File: config.mk
export PLATFORM = sky130hd
export DESIGN_NAME = invert_branch_cpu
export DESIGN_NICKNAME = d
export VERILOG_FILES = /design/src/rtl/invbr_pkg.sv /design/src/rtl/invbr_rst_sync.sv /design/src/rtl/invbr_phase_seq.sv /design/src/rtl/invbr_bit_latch.sv /design/src/rtl/invbr_pc_unit.sv /design/src/rtl/invert_branch_cpu.sv
export SDC_FILE = /design/constraint.sdc
export NUM_CORES = 1
export LEC_CHECK = 0
export ABC_CLOCK_PERIOD_IN_PS = 840
export CAP_MARGIN = 20
export CORE_AREA = 2 2 55 78
export DETAILED_ROUTE_END_ITERATION = 16
export DIE_AREA = 0 0 57 80
export PLACE_DENSITY = 0.78
export SLEW_MARGIN = 15
export SYNTH_ARGS = -nofsm -noshare
export SYNTH_HDL_FRONTEND = slang
export SYNTH_HIERARCHICAL = 1
export SYNTH_SLANG_ARGS = --single-unit
File: constraint.sdc
create_clock -name clk -period 0.84 [get_ports clk]
set_clock_uncertainty 0.2 [all_clocks]
set_input_delay 0.252 -clock clk [delete_from_list [all_inputs] [get_ports clk]]
set_output_delay 0.252 -clock clk [all_outputs]
set_load 0.02 [all_outputs]
File: src/rtl/invbr_pkg.sv
package invbr_pkg;
  typedef enum logic {
    PH_READ  = 1'b0,
    PH_WRITE = 1'b1
  } phase_e;
endpackage

File: src/rtl/invbr_rst_sync.sv
module invbr_rst_sync #(
  parameter int STAGES = 2
) (
  input  logic clk,
  input  logic rst_n,
  output logic rst_sync_n
);
  logic [STAGES-1:0] shift_q;
  logic [STAGES-1:0] shift_d;

  always_comb shift_d = {shift_q[STAGES-2:0], 1'b1};

  always_ff @(posedge clk or negedge rst_n) begin
    if (!rst_n) shift_q <= '0;
    else        shift_q <= shift_d;
  end

  assign rst_sync_n = shift_q[STAGES-1];
endmodule

File: src/rtl/invbr_phase_seq.sv
module invbr_phase_seq
  import invbr_pkg::*;
(
  input  logic   clk,
  input  logic   rst_n,
  output phase_e phase,
  output logic   instr_done
);
  phase_e phase_q, phase_d;

  always_comb begin
    case (phase_q)
      PH_READ:  phase_d = PH_WRITE;
      default:  phase_d = PH_READ;
    endcase
  end

  always_ff @(posedge clk or negedge rst_n) begin
    if (!rst_n) phase_q <= PH_READ;
    else        phase_q <= phase_d;
  end

  assign phase      = phase_q;
  assign instr_done = (phase_q == PH_WRITE);
endmodule

File: src/rtl/invbr_bit_latch.sv
module invbr_bit_latch (
  input  logic clk,
  input  logic rst_n,
  input  logic capture,
  input  logic din,
  output logic bit_q
);
  logic bit_d;

  always_comb bit_d = capture ? din : bit_q;

  always_ff @(posedge clk or negedge rst_n) begin
    if (!rst_n) bit_q <= 1'b0;
    else        bit_q <= bit_d;
  end
endmodule

File: src/rtl/invbr_pc_unit.sv
module invbr_pc_unit #(
  parameter int PC_W = 16
) (
  input  logic            clk,
  input  logic            rst_n,
  input  logic            advance,
  input  logic            bit_read,
  input  logic [PC_W-1:0] branch_tgt,
  output logic [PC_W-1:0] pc
);
  logic [PC_W-1:0] pc_q, pc_d;

  always_comb begin
    if (bit_read) pc_d = pc_q + PC_W'(1);
    else          pc_d = branch_tgt;
  end

  always_ff @(posedge clk or negedge rst_n) begin
    if (!rst_n)       pc_q <= '0;
    else if (advance) pc_q <= pc_d;
  end

  assign pc = pc_q;
endmodule

File: src/rtl/invert_branch_cpu.sv
module invert_branch_cpu
  import invbr_pkg::*;
#(
  parameter int PC_W = 16,
  parameter int DA_W = 16
) (
  input  logic                 clk,
  input  logic                 rst_n,
  output logic [PC_W-1:0]      rom_addr,
  input  logic [PC_W+DA_W-1:0] rom_data,
  output logic [DA_W-1:0]      ram_addr,
  input  logic                 ram_rdata,
  output logic                 ram_wdata,
  output logic                 ram_we
);
  localparam int IW = PC_W + DA_W;

  logic            rst_sync_n;
  phase_e          phase;
  logic            instr_done;
  logic            bit_q;
  logic [PC_W-1:0] branch_tgt;

  // field split of the instruction word
  assign branch_tgt = rom_data[IW-1 -: PC_W];
  assign ram_addr   = rom_data[DA_W-1:0];

  invbr_rst_sync #(.STAGES(2)) u_rst_sync (
    .clk        (clk),
    .rst_n      (rst_n),
    .rst_sync_n (rst_sync_n)
  );

  invbr_phase_seq u_phase (
    .clk        (clk),
    .rst_n      (rst_sync_n),
    .phase      (phase),
    .instr_done (instr_done)
  );

  invbr_bit_latch u_bit (
    .clk     (clk),
    .rst_n   (rst_sync_n),
    .capture (phase == PH_READ),
    .din     (ram_rdata),
    .bit_q   (bit_q)
  );

  invbr_pc_unit #(.PC_W(PC_W)) u_pc (
    .clk        (clk),
    .rst_n      (rst_sync_n),
    .advance    (instr_done),
    .bit_read   (bit_q),
    .branch_tgt (branch_tgt),
    .pc         (rom_addr)
  );

  assign ram_we    = (phase == PH_WRITE);
  assign ram_wdata = ~bit_q;
endmodule

Yosys cells after proc, flatten, opt, wreduce, memory -nomap -nowiden:

Cells that the tools add are included.

* output and inout bits: 34
* bits of input ports: 35
* word-level logic and storage cells: 8
* register bits after elaboration: 20

* mux-type cells: 2
* $add $sub $neg: 1
* bitwise operators: 1

Operators with widths (count)
* 16-bit by 1-bit adder with 16-bit output, second input constant: 1
* 16-bit two-way mux: 1
* 1-bit two-way mux: 1
* 1-bit inverter: 1

Logic depth before layout (Yosys ltp):

* word-level depth: 2
* depth in mapped cells: 5
* gate-level depth less buffers: 5

Cells and area by module:

The synthesis kept the hierarchy.

By module, submodules not included
* invbr_pc_unit: area each 1039.7 um2, instances 1, seq. area each 400.4 um2, cells an instance 118
* invert_branch_cpu: area each 127.6 um2, instances 1, seq. area each 0.0 um2, cells an instance 18
* invbr_rst_sync: area each 53.8 um2, instances 1, seq. area each 50.0 um2, cells an instance 3
* invbr_bit_latch: area each 40.0 um2, instances 1, seq. area each 25.0 um2, cells an instance 2
* invbr_phase_seq: area each 36.3 um2, instances 1, seq. area each 25.0 um2, cells an instance 3

Worst setup path before layout:

Ideal clock, no wire load.

* path kind: register to register
* start: reg u_pc.pc_q[0] (netlist: u_pc/pc[0])
* end: reg u_pc.pc_q[10] (netlist: u_pc/pc[10])
* slack: -1.069 ns
* cell stages (with the launch flop): 6
* buffers on the path: 0
* library setup time: 0.126 ns
* data required time: 0.514 ns
* period minus slack after synthesis: 1.909 ns
* arrival time: 1.583 ns
* path through: dfrtp_1 -> ha_1 -> nand3_1 -> o311ai_1 -> o41ai_1 -> a221o_1

* cells in the longest elaborated chain, start to end: 2

RTL lines
* start: declaration: line invbr_pc_unit.sv:11 `logic [PC_W-1:0] pc_q, pc_d;`
* start signal: assignment: line invbr_pc_unit.sv:20 `else if (advance) pc_q <= pc_d;`
* 16-bit by 1-bit adder with 16-bit output: line invbr_pc_unit.sv:14 `if (bit_read) pc_d = pc_q + PC_W'(1);`
* 16-bit two-way mux: line invbr_pc_unit.sv:14

Every way passes these cells.
A chain may end at the register's enable or synchronous reset.

Final worst setup path:

* start: reg u_pc.pc_q[1] (netlist: u_pc/pc[1])
* end: reg u_pc.pc_q[11] (netlist: u_pc/pc[11])

The elaborated chain is that of the path after synthesis.

==> metrics.txt <==
run status complete, but fails checks; violated checks hold timing, setup timing; ANT cells 0; initial antenna violation count 0; drc violations 0; pre-CTS setup slack -0.8189 ns; launch point of the worst reg-to-reg path u_pc/pc[1]; Final Setup Violations 36; clock buffer count from CTS 3; final-stage net count roughly 250; clk sinks 20; syn avg cell area 9.010 sq um; CP endpoint kind register; Main synth FF type dfrtp_1; DIE HEIGHT 80 um; maxcap violations 0; first-pass GRT wire length between 6000 and 7000 um; Clock Latency Late Sink about 0.26 ns; Worst Hold Class reg -> async; Slew Viols, Final 0; Mapped Cells approximately 140; CP Cell Sequence nand4_4 -> o311ai_2 -> o41ai_2 -> a221o_1; worst r2r path cells 4; H-tree depth 1; commonest non-fill, non-tap cell in the layout buf_6; I/O pin total slightly below 70; gr usage total between 10% and 20%; PwrDens ~1400 nW/um^2; detailed-route via count ~1,400; crit-path max FO 6; register-to-register setup slack -0.82 ns; multi-input logic area between 700 and 800 sq um; final core utilization 62.05%; vias in the first global route between 1,000 and 1,500; Syn-to-layout area delta 84.19%; most frequent cells in the layout buf_6 (37), buf_4 (35), clkdlybuf4s50_1 (18), a21oi_1 (18), dfrtp_2 (17); WHS -0.04244 ns; Post-synth EDFFs 0; Initial Utilization about a third; fillers about 310; clock tree buffer depth 2; total number of placement rows 27; CTS clk-pin slew, worst paths approximately 0.080 ns; WL/cell approximately 16 um; placed wire-length estimate 2645 um; maximum number of pins on one net before global-route repair 23; CTS tree done; synthesized flop and latch total 20; Hold Fails Final Rpt 17; Yosys warnings 6; Overall Power around 3400 uW; Arr. time, crit path between 1.5 and 2 ns; final wirelength approximately 4100 um; Post-DRT Antenna Nets 0; GPL Wtd Cong 0.8689; sequential cell area between 500 and 600 sq um; crit start category register; CP required just under 0.8 ns; Die X 57 um; leakage dissipation roughly 0.0010 uW; fmax approximately 0.6 GHz; IO buf count 36; Unique masters post-synth 32; drt first pass iters 4; fin crit share 197.8%; R2R Path End u_pc/pc[11]; unrepaired setup endpoints after global routing yes; clock root buffer clkbuf_8; minimum clock period around 1.7 ns; asr flop ratio synth 100.0%; post-DR vias/cell 5.320; setup ws final -0.8216 ns; Worst path slowest cell dfrtp_2; synthesized cell area 1297 sq um; Die ar. 4560 sq um; Iteration-0 DRC Markers 31; critical path class reg -> reg; Max VDD drop between 1 and 1.5 mV; crit-path max cell delay about 0.43 ns; layout cells sized above 1 61.57%; GRT overflow 0; core area just under 4000 sq um; post-synthesis sequential area ratio 38.57%; Mapped Nets between 150 and 200
[cells by family after synthesis]
group           after synthesis  share of synthesized area (%)
mux                           6                          5.014
flops                        20                          38.57
buf+inv                      34                          15.04
other cells                   1                         0.2890
compound gates               46                          22.57
fa+ha+maj                     1                         0.9642
simple gates                 36                          17.55
[cell type report]
cell class,count,area share (%)
Tap cell,43,2.251
Multi-Input combinational cell,90,33.04
Sequential cell,20,21.83
Timing Repair Buffer,94,39.53
Inverter,8,1.466
Clock buffer,4,1.885
[state kept, by name, indices dropped and copies added (netlist names)]
| name | flops |
|---|---|
| u_bit/bit_q | 1 |
| u_rst_sync/shift_q | 2 |
| u_phase/instr_done | 1 |
| u_pc/pc | 16 |
[worst max path at each step]
| stage | start | to | slack (ns) |
|---|---|---|---|
| floorplan | u_pc/pc[0] | u_pc/pc[10] | -0.81 |
| global placement | u_pc/pc[10] | u_pc/pc[11] | -0.77 |
| detailed placement | u_pc/pc[0] | u_pc/pc[10] | -0.82 |
| CTS | u_pc/pc[0] | u_pc/pc[13] | -0.79 |
| global route | u_pc/pc[1] | u_pc/pc[11] | -0.89 |
| finish | u_pc/pc[1] | u_pc/pc[11] | -0.82 |
[power breakdown]
part           internal (uW)  switching, uW  leakage, uW
combinational            834            650     0.000760
clock                    337            308    0.0000228
sequential              1080            157     0.000216
[metal layers]
metal  vias up  GRT usage [%]  part of all wire [%]  wire [um]
met5         -              0                     0          0
met4         0          4.186                  0.46         19
met3         2          1.945                   4.7        196
met2        36          32.64                    54       2245
met1       686          20.52                    41       1678
li1        654              -                     -          -
[worst max-delay path: cells and delay by family, from the launching register on]
family | cells | cell delay [ns]
AO/OA/AOI/OAI | 3 | 0.68
flip-flops | 1 | 0.43
AND/OR/NAND/NOR | 1 | 0.21
[stage by stage]
step | area (sq um) | instances | TNS [ns]
detailed placement | 1872 | 231 | -23.07
finish | 2390 | 259 | -21.22
floorplan | 1411 | 144 | -11.39
CTS | 2206 | 249 | -20.49
global placement | 1872 | 231 | -22.36
global route | 2390 | 259 | -22.86
[cell usage after synthesis, types with 2 or more instances]
cell | n | area share [%]
nand4_1 | 2 | 0.96
o41ai_1 | 4 | 2.7
o22ai_1 | 3 | 1.4
a221o_1 | 4 | 3.1
o32ai_1 | 3 | 2.0
o21ai_0 | 6 | 2.3
o31ai_1 | 2 | 1.2
a21oi_1 | 22 | 8.5
buf_2 | 3 | 1.2
nand2_1 | 8 | 2.3
nor4_2 | 2 | 1.9
buf_1 | 2 | 0.58
o311ai_1 | 2 | 1.4
dfrtp_1 | 20 | 39
nor2_1 | 5 | 1.4
clkbuf_1 | 4 | 1.2
nand3_1 | 10 | 3.9
mux2i_1 | 5 | 3.9
buf_4 | 17 | 9.8
inv_1 | 8 | 2.3
[repair_timing]
action                                 4_1_cts  5_1_grt
setup endpoints to repair                   36       36
pin swaps                                   11       10
setup buffers                               13       15
resized for setup                          138       29
gates cloned                                 1        1
endpoints found under the hold margin        7        7
Power figures use the tool's default switching activity.
